<file path="src/rtl/wdg_pkg.sv">
package wdg_pkg;

    localparam int unsigned REG_W    = 8;
    localparam int unsigned BIT_MON2 = 7;
    localparam int unsigned BIT_MON1 = 6;
    localparam int unsigned BIT_ARM  = 5;

    typedef enum logic [1:0] {
        ESC_RUN  = 2'd0,
        ESC_WAIT = 2'd1,
        ESC_HOLD = 2'd2
    } esc_state_e;

    typedef struct packed {
        logic mon2;
        logic mon1;
        logic arm;
    } wdg_ctrl_t;

    typedef struct packed {
        logic wr;
        logic clr_mon2;
        logic clr_mon1;
        logic arm_val;
    } wdg_wr_t;

    function automatic int unsigned cnt_width(input int unsigned n);
        return (n > 1) ? $clog2(n) : 1;
    endfunction

    function automatic logic [REG_W-1:0] ctrl_to_byte(input wdg_ctrl_t c);
        logic [REG_W-1:0] b;
        b           = '0;
        b[BIT_MON2] = c.mon2;
        b[BIT_MON1] = c.mon1;
        b[BIT_ARM]  = c.arm;
        return b;
    endfunction

    function automatic wdg_wr_t decode_write(input logic wr,
                                             input logic m2,
                                             input logic m1,
                                             input logic a);
        wdg_wr_t w;
        w.wr       = wr;
        w.clr_mon2 = wr & ~m2;
        w.clr_mon1 = wr & ~m1;
        w.arm_val  = a;
        return w;
    endfunction

endpackage

</file>
<file path="src/rtl/wdg_stage1_timer.sv">
module wdg_stage1_timer #(
    parameter int unsigned PERIOD = 16
) (
    input  logic clk,
    input  logic rst,
    input  logic run,
    input  logic kick,
    output logic expire
);
    localparam int unsigned W    = wdg_pkg::cnt_width(PERIOD);
    localparam logic [W-1:0] LAST = W'(PERIOD - 1);

    logic [W-1:0] cnt_q;

    // Counter is held at zero outside the run phase and on every kick.
    always_ff @(posedge clk) begin
        if (rst || kick || !run) begin
            cnt_q <= '0;
        end else if (cnt_q == LAST) begin
            cnt_q <= '0;
        end else begin
            cnt_q <= cnt_q + 1'b1;
        end
    end

    assign expire = run && !kick && (cnt_q == LAST);

endmodule

</file>
<file path="src/rtl/wdg_escalator.sv">
module wdg_escalator
    import wdg_pkg::*;
#(
    parameter int unsigned DELAY = 8,
    parameter int unsigned HOLD  = 4
) (
    input  logic       clk,
    input  logic       rst,
    input  logic       expire1,
    input  logic       kick,
    input  logic       arm,
    output esc_state_e state_o,
    output logic       nmi_o,
    output logic       fire_o,
    output logic       rst_o
);
    localparam int unsigned SPAN = (DELAY > HOLD) ? DELAY : HOLD;
    localparam int unsigned W    = cnt_width(SPAN);
    localparam logic [W-1:0] WAIT_LAST = W'(DELAY - 1);
    localparam logic [W-1:0] HOLD_LAST = W'(HOLD - 1);

    esc_state_e state_q, state_d;
    logic [W-1:0] cnt_q, cnt_d;
    logic         nmi_q;
    logic         fire;

    // One counter times both the escalation delay and the reset hold.
    always_comb begin
        state_d = state_q;
        cnt_d   = cnt_q + 1'b1;
        fire    = 1'b0;
        unique case (state_q)
            ESC_RUN: begin
                cnt_d = '0;
                if (expire1) state_d = ESC_WAIT;
            end
            ESC_WAIT: begin
                if (kick) begin
                    state_d = ESC_RUN;
                    cnt_d   = '0;
                end else if (cnt_q == WAIT_LAST) begin
                    cnt_d = '0;
                    if (arm) begin
                        state_d = ESC_HOLD;
                        fire    = 1'b1;
                    end else begin
                        state_d = ESC_RUN;
                    end
                end
            end
            ESC_HOLD: begin
                if (cnt_q == HOLD_LAST) begin
                    state_d = ESC_RUN;
                    cnt_d   = '0;
                end
            end
            default: begin
                state_d = ESC_RUN;
                cnt_d   = '0;
            end
        endcase
    end

    always_ff @(posedge clk) begin
        if (rst) begin
            state_q <= ESC_RUN;
            cnt_q   <= '0;
            nmi_q   <= 1'b0;
        end else begin
            state_q <= state_d;
            cnt_q   <= cnt_d;
            nmi_q   <= expire1;
        end
    end

    assign state_o = state_q;
    assign nmi_o   = nmi_q;
    assign fire_o  = fire;
    assign rst_o   = (state_q == ESC_HOLD);

endmodule

</file>
<file path="src/rtl/wdg_ctrl_reg.sv">
module wdg_ctrl_reg
    import wdg_pkg::*;
(
    input  logic      clk,
    input  logic      rst,
    input  logic      rst_by_wdog,
    input  wdg_wr_t   wr,
    input  logic      set_mon1,
    input  logic      fire,
    output wdg_ctrl_t ctrl_o
);
    wdg_ctrl_t ctrl_q;

    // Hardware events win over a software write in the same cycle.
    always_ff @(posedge clk) begin
        if (rst) begin
            ctrl_q.mon1 <= 1'b0;
            ctrl_q.arm  <= 1'b0;
            if (!rst_by_wdog) ctrl_q.mon2 <= 1'b0;
        end else begin
            if (fire)              ctrl_q.mon2 <= 1'b1;
            else if (wr.clr_mon2)  ctrl_q.mon2 <= 1'b0;

            if (set_mon1)          ctrl_q.mon1 <= 1'b1;
            else if (wr.clr_mon1)  ctrl_q.mon1 <= 1'b0;

            if (fire)              ctrl_q.arm  <= 1'b0;
            else if (wr.wr)        ctrl_q.arm  <= wr.arm_val;
        end
    end

    assign ctrl_o = ctrl_q;

endmodule

</file>
<file path="src/rtl/wdg_two_stage.sv">
module wdg_two_stage
    import wdg_pkg::*;
#(
    parameter int unsigned          ADDR_W              = 4,
    parameter logic [ADDR_W-1:0]    CTRL_ADDR           = '0,
    parameter int unsigned          STAGE1_CYCLES       = 50_000_000,
    parameter int unsigned          STAGE2_DELAY_CYCLES = 12_500_000,
    parameter int unsigned          RESET_PULSE_CYCLES  = 64
) (
    input  logic              clk,
    input  logic              rst,
    input  logic              rst_by_wdog,
    input  logic [ADDR_W-1:0] reg_addr,
    input  logic              reg_we,
    input  logic [REG_W-1:0]  reg_wdata,
    output logic [REG_W-1:0]  reg_rdata,
    input  logic              kick,
    output logic              nmi_o,
    output logic              wdog_rst_o
);
    logic       sel;
    wdg_wr_t    wr_s;
    wdg_ctrl_t  ctrl_q;
    esc_state_e esc_state;
    logic       run;
    logic       expire1;
    logic       fire;

    assign sel  = (reg_addr == CTRL_ADDR);
    assign wr_s = decode_write(reg_we && sel, reg_wdata[BIT_MON2],
                               reg_wdata[BIT_MON1], reg_wdata[BIT_ARM]);
    assign reg_rdata = sel ? ctrl_to_byte(ctrl_q) : '0;
    assign run  = (esc_state == ESC_RUN);

    wdg_stage1_timer #(
        .PERIOD (STAGE1_CYCLES)
    ) u_stage1 (
        .clk    (clk),
        .rst    (rst),
        .run    (run),
        .kick   (kick),
        .expire (expire1)
    );

    wdg_escalator #(
        .DELAY (STAGE2_DELAY_CYCLES),
        .HOLD  (RESET_PULSE_CYCLES)
    ) u_esc (
        .clk     (clk),
        .rst     (rst),
        .expire1 (expire1),
        .kick    (kick),
        .arm     (ctrl_q.arm),
        .state_o (esc_state),
        .nmi_o   (nmi_o),
        .fire_o  (fire),
        .rst_o   (wdog_rst_o)
    );

    wdg_ctrl_reg u_ctrl (
        .clk         (clk),
        .rst         (rst),
        .rst_by_wdog (rst_by_wdog),
        .wr          (wr_s),
        .set_mon1    (expire1),
        .fire        (fire),
        .ctrl_o      (ctrl_q)
    );

endmodule

</file>
<file path="config.mk">
export PLATFORM = sky130hd
export DESIGN_NAME = wdg_two_stage
export DESIGN_NICKNAME = d
export VERILOG_FILES = /design/src/rtl/wdg_pkg.sv /design/src/rtl/wdg_stage1_timer.sv /design/src/rtl/wdg_escalator.sv /design/src/rtl/wdg_ctrl_reg.sv /design/src/rtl/wdg_two_stage.sv
export SDC_FILE = /design/constraint.sdc
export NUM_CORES = 1
export LEC_CHECK = 0
export ABC_AREA = 1
export BUFFER_PORTS_ARGS = -buffer_cell sky130_fd_sc_hd__buf_2
export CORE_MARGIN = 2
export CORE_UTILIZATION = 50
export DETAILED_ROUTE_END_ITERATION = 12
export GPL_ROUTABILITY_DRIVEN = 0
export PLACE_DENSITY = 0.73
export SETUP_SLACK_MARGIN = 0.02
export SYNTH_ARGS = -nofsm -noshare
export SYNTH_HDL_FRONTEND = slang
export SYNTH_HIERARCHICAL = 1
export SYNTH_SLANG_ARGS = --single-unit
</file>
<file path="constraint.sdc">
create_clock -name clk -period 2.25 [get_ports clk]
set_clock_uncertainty 0.2 [all_clocks]
set_input_delay 0 -clock clk [delete_from_list [all_inputs] [get_ports clk]]
set_output_delay 0 -clock clk [all_outputs]
set_load 0.005 [all_outputs]
</file>
==> reports/metrics.yaml, run 1 <==
clocking:
  root_buffer: "clkbuf_8"
  cts.sinks: 56
  numCtsBuffers: 5
  htreeDepth: 2
  cts_tree: "yes"
  cts_setup_buffers: 0
  clk_latency_ns: 0.31
  cts_buffer_depth: 2
  path_clk_slew_ns: 0.10
routing:
  drc: 0
  dr_total_vias: 2747
  drt_iter0_drc: 112
  dr.pass1.iters: 4
  wirelength_um: 6200
  avgViaCountPerCell: 4.73
  ant_nets: 0
  wl_per_cell_um: 10.7
worst_setup_path:
  worst-path-buf-inv: 5
  startpoint_type: "input pin"
  cp.arrival_ns: 2.08
  cp_slowest_cell: "dlygate4sd3_1"
  end_kind: "flip-flop"
  cpMostUsedCell: "dlygate4sd3_1"
  required_ns: 2.27
  worstPathCellList: "dlygate4sd3_1 > buf_2 > nand3_2 > dlygate4sd3_1 > inv_1 > nand2_1 > dlygate4sd3_1 > nand2_1 > nor2_2"
  crit_family: "buffers and inverters"
  criticalPathCategory: "in2reg"
  crit_fanout: 3
  slowest_delay_ns: 0.58
grt:
  antenna_found_initial: 0
  grt_pass1_vias: 2755
  grt-ovfl-total: 0
  grt_pass1_wl_um: 11200
  grt.total_usage: 0.190
  grt_max_degree: 26
cells_and_area:
  fillCellCount: 606
  drive_above_1_share: 0.137
  fin_nets: 525
  area_delta_synth_final_pct: 10.4
  finish.utilization: 0.565
  diodes: 0
sta:
  finalCriticalPeriod_ns: 2.06
  max_freq_ghz: 0.484
  finalHoldViolations: 0
  finalSetupTns_ns: 0
  slew_violations: 0
  period_share: 0.917
  setup_viol: 0
  grt_setup_unrepaired: "false"
pwr:
  leakagePower_nw: 1.37
  powerDensity_nw_per_um2: 527
  max-vdd-ir-drop_mv: 0.316
floorplan:
  start_util: 0.511
  die-area_um2: 7080
  fp-row-count: 29
  chipHeight_um: 84.1
  core_area_um2: 6280
  io_pins: 27
  die_w_um: 84.1
job:
  maxCapViolations: 0
status:
  status: "finished clean"
logic_synthesis:
  synth_sequential_area_ratio: 0.352
  ys_seq_elements: 56
  ys_warn_count: 6
  post_synth_num_cell_types: 30
  syn_area_per_cell_um2: 6.77
  syn_inst: 474
  netlist_area_um2: 3210
min_path:
  hold_path_class: "in2out"
placement:
  dp_hpwl_um: 4510
  io_buffer_count: 16
## through the flow
step / std cells / worst slack (ns) / cell area [µm²] / power, mW / hold slack [ns]
2_1_floorplan: 478 / 0.473 / 3230 / 1.19 / -0.131
3_3_place_gp: 562 / 0.299 / 3320 / 1.21 / 0.0674
3_5_place_dp: 562 / 0.275 / 3320 / 1.22 / 0.0770
4_1_cts: 581 / 0.215 / 3540 / 1.89 / 0.181
5_1_grt: 581 / 0.0663 / 3540 / 1.95 / 0.220
6_report: 581 / 0.186 / 3540 / 1.87 / 0.189
## tightest hold or removal path, stage by stage
cell and delay (ns):
buf_2 0.08, nor2_2 0.04, nand2_1 0.10, nor2_1 0.05
buf_2 0.11
## area by class of cell
cell class | instances | area [µm²] | area share
Inverter | 62 | 233 | 0.0657
Sequential cell | 56 | 1130 | 0.319
Timing Repair Buffer | 28 | 198 | 0.0558
Clock inverter | 3 | 42.5 | 0.0120
Tap cell | 77 | 96.3 | 0.0272
Clock buffer | 5 | 68.8 | 0.0194
Multi-Input combinational cell | 350 | 1780 | 0.501
## cell usage after synthesis
library cell	instances	area share
nor3_1	4	0.0062
buf_6	3	0.011
buf_4	5	0.012
nor2_4	5	0.018
and2_1	1	0.0019
o21ai_4	1	0.0051
inv_1	61	0.071
conb_1	1	0.0012
xor2_1	19	0.052
o21ai_0	4	0.0062
nand3_4	1	0.0055
xnor2_1	14	0.038
nand2_2	9	0.018
ha_1	5	0.019
nand3_1	23	0.036
buf_8	1	0.0047
nor3_2	1	0.0031
nand2_1	109	0.13
nand3b_1	1	0.0023
inv_2	1	0.0012
dfxtp_1	55	0.34
nor2_2	20	0.039
nand2_4	1	0.0035
a21oi_1	2	0.0031
nand3_2	4	0.012
o21bai_1	2	0.0047
buf_2	1	0.0016
nand4_1	7	0.014
edfxtp_1	1	0.0094
nor2_1	112	0.13
## per-layer routing
metal / global-route usage / wire (µm) / share of wire
met5: 0 / 0 / 0
met4: 0.0630 / 86 / 0.014
met3: 0.0364 / 225 / 0.036
met2: 0.348 / 3000 / 0.48
met1: 0.220 / 2880 / 0.46
## cell families after synthesis
| kind of cell | Yosys count | synth area share |
|---|---|---|
| buffers and inverters | 72 | 0.101 |
| other | 1 | 0.00117 |
| flip-flops | 56 | 0.352 |
| XOR/XNOR | 33 | 0.0900 |
| adder cells (fa/ha/maj) | 5 | 0.0195 |
| AO/OA/AOI/OAI | 9 | 0.0191 |
| AND/OR/NAND/NOR | 298 | 0.417 |
## power by group
part           internal, mW  total, mW  switching (mW)
clock                 0.330      0.661           0.331
sequential             1.01       1.02          0.0135
combinational        0.0690      0.182           0.113
total                  1.41       1.87           0.457
## final timing paths
path                     start                end  slack [ns]  cells past startpoint
max                     reg_we   u_ctrl/ctrl_o[0]        0.19                      9
min                reg_addr[0]       reg_rdata[7]        0.19                      5
max reg2reg     u_esc/cnt_q[0]    u_esc/cnt_q[20]        0.30                     10
min reg2reg  u_stage1/cnt_q[0]  u_stage1/cnt_q[0]        0.25                      1
## state kept, by name, indices dropped and copies added, names as in the netlist
| name | cells |
|---|---|
| u_esc/nmi_o | 1 |
| u_ctrl/ctrl_o | 3 |
| u_esc/cnt_q | 24 |
| u_esc/state_o | 2 |
| u_stage1/cnt_q | 26 |
## layout by cell type (no fill, tap or decap)
master         count
nor2_1           112
nand2_1          109
inv_1             61
dfxtp_1           55
nand3_1           23
nor2_2            20
xor2_1            19
buf_2             16
xnor2_1           14
dlygate4sd3_1     11
nand2_2            9
nand4_1            7
conb_1             5
clkbuf_8           5
nor2_4             5
ha_1               5
nand3_2            4
o21ai_0            4
nor3_1             3
a21oi_1            2
nor3_2             2
o21bai_1           2
clkinv_2           1
clkinvlp_4         1
bufinv_16          1
edfxtp_1           1
inv_2              1
nand3_4            1
nand2_4            1
o21ai_4            1
and2_1             1
nand3b_1           1
buf_4              1
## timing repair
| action | CTS | global route |
|---|---|---|
| endpoints found under the hold margin | 8 | 0 |
| hold buffers | 11 | 0 |
| resized for setup | 0 | 1 |
| endpoints found under the setup margin | 0 | 1 |
No activity file was read; power rests on OpenSTA's default activity.
==> run 2: changes to the inputs <==
--- a/config.mk
+++ b/config.mk
@@ -8,10 +8,10 @@
 export ABC_AREA = 1
 export BUFFER_PORTS_ARGS = -buffer_cell sky130_fd_sc_hd__buf_2
 export CORE_MARGIN = 2
-export CORE_UTILIZATION = 50
+export CORE_UTILIZATION = 39
 export DETAILED_ROUTE_END_ITERATION = 12
 export GPL_ROUTABILITY_DRIVEN = 0
-export PLACE_DENSITY = 0.73
+export PLACE_DENSITY = 0.6
 export SETUP_SLACK_MARGIN = 0.02
 export SYNTH_ARGS = -nofsm -noshare
 export SYNTH_HDL_FRONTEND = slang
==> reports/metrics.yaml, run 2 (synthesis gave the netlist of run 1 again) <==
grt:
  grt.total_usage: 0.154  # -0.0352
  grt_pass1_vias: 2648  # -3.9%
  grt_pass1_wl_um: 11200  # +0.12%
  grt_max_degree: 26  # unchanged
  antenna_found_initial: 0  # unchanged
  grt-ovfl-total: 0  # unchanged
sta:
  worst_hold_slack_ns: 0.185  # -0.00464 ns
  grt_setup_unrepaired: "false"
  setup_viol: 0  # unchanged
  fin_ws_ns: 0.159  # -0.0273 ns
  finalCriticalPeriod_ns: 2.09  # +0.0273 ns
  period_share: 0.930  # +0.0121
  finalSetupTns_ns: 0  # unchanged
  finalHoldViolations: 0  # unchanged
  slew_violations: 0  # unchanged
  max_freq_ghz: 0.478  # -1.3%
pwr:
  max-vdd-ir-drop_mv: 0.243  # -23%
  powerDensity_nw_per_um2: 500  # -5.1%
  leakagePower_nw: 1.36  # -0.64%
  total_power_mw: 1.78  # -4.9%
routing:
  wirelength_um: 6390  # +3.1%
  avgViaCountPerCell: 4.58  # -3.1%
  dr.pass1.iters: 6  # +2
  ant_nets: 0  # unchanged
  wl_per_cell_um: 10.5  # -1.6%
  drt_iter0_drc: 81  # -28%
  dr_total_vias: 2789  # +1.5%
  drc: 0  # unchanged
floorplan:
  die_w_um: 94.7  # +13%
  io_pins: 27  # unchanged
  chipHeight_um: 94.7  # +13%
  core_area_um2: 8090  # +29%
  die-area_um2: 8970  # +27%
  fp-row-count: 33  # +14%
  start_util: 0.397  # -0.115
worst_setup_path:
  end_kind: "flip-flop"
  startpoint_type: "input pin"
  criticalPathCategory: "in2reg"
  crit_fanout: 3  # unchanged
  cp.arrival_ns: 2.10  # +0.02 ns
  required_ns: 2.26  # about the same
placement:
  place_inst: 590  # +5.0%
  dp_slack_ns: 0.276  # +0.000711 ns
  postPlaceCellArea_um2: 3350  # +1.1%
  dp_hpwl_um: 4720  # +4.7%
  io_buffer_count: 16  # unchanged
min_path:
  hold_path_class: "in2out"
cells_and_area:
  final_area_um2: 3550  # +0.25%
  layout_common_cells: "112 x nor2_1, 109 x nand2_1, 61 x inv_1"
  fillCellCount: 873  # +44%
  area_delta_synth_final_pct: 10.7
  max_flop_register: "u_stage1/cnt_q"
  largest_reg_flops: 26  # unchanged
  seq_area_um2: 1130  # unchanged
  finalNonFillerCells: 609  # +4.8%
  finish.utilization: 0.439  # -0.126
  final_common_cell: "nor2_1"
  multi_input_area_um2: 1770  # -0.28%
  diodes: 0  # unchanged
  drive_above_1_share: 0.131  # -0.00595
  fin_nets: 525  # unchanged
clocking:
  numCtsBuffers: 5  # unchanged
  htreeDepth: 2  # unchanged
  root_buffer: "clkbuf_8"
  cts_tree: "yes"
  clk_latency_ns: 0.31  # about the same
  path_clk_slew_ns: 0.09  # about the same
  cts_buffer_depth: 2  # unchanged
  cts.sinks: 56  # unchanged
job:
  maxCapViolations: 0  # unchanged
status:
  status: "finished clean"
## run 2: timing repair
| action | 4_1_cts | 5_1_grt |
|---|---|---|
| resized for setup | 0 | 0 |
| endpoints found under the setup margin | 0 | 0 |
| hold buffers | 11 | 0 |
| setup buffers | 0 | 0 |
| endpoints found under the hold margin | 8 | 0 |
## run 2: area by class of cell
class	instances	share of cell area
well taps	105	0.0370
multi-input cells	350	0.498
clock buffers	8	0.0254
flip-flops and latches	56	0.318
inverters	62	0.0655
repair buffers	28	0.0556
## run 2: power breakdown
group | internal, mW | switching, mW
combinational | 0.0691 | 0.113
sequential | 1.01 | 0.0130
clock | 0.252 | 0.318
## run 2: layer usage
metal	up-vias	GRT usage	share of wire
li1	1476	-	-
met1	1254	0.197	0.48
met2	49	0.258	0.46
met3	10	0.0383	0.036
met4	0	0.0447	0.019
met5	-	0	0
## run 2: final timing paths
path / start / slack [ns] / cells after the start / to
setup / recovery: reg_we / 0.16 / 9 / u_ctrl/ctrl_o[0]
hold / removal: reg_addr[3] / 0.18 / 5 / reg_rdata[7]
hold reg to reg: u_stage1/cnt_q[0] / 0.25 / 1 / u_stage1/cnt_q[0]
setup reg to reg: u_stage1/cnt_q[0] / 0.26 / 13 / u_esc/state_o[0]
## run 2: critical path: stages
cell	delay [ns]
dlygate4sd3_1	0.53
buf_2	0.11
nand3_2	0.10
dlygate4sd3_1	0.58
inv_1	0.07
nand2_1	0.05
dlygate4sd3_1	0.55
nand2_1	0.07
nor2_2	0.03
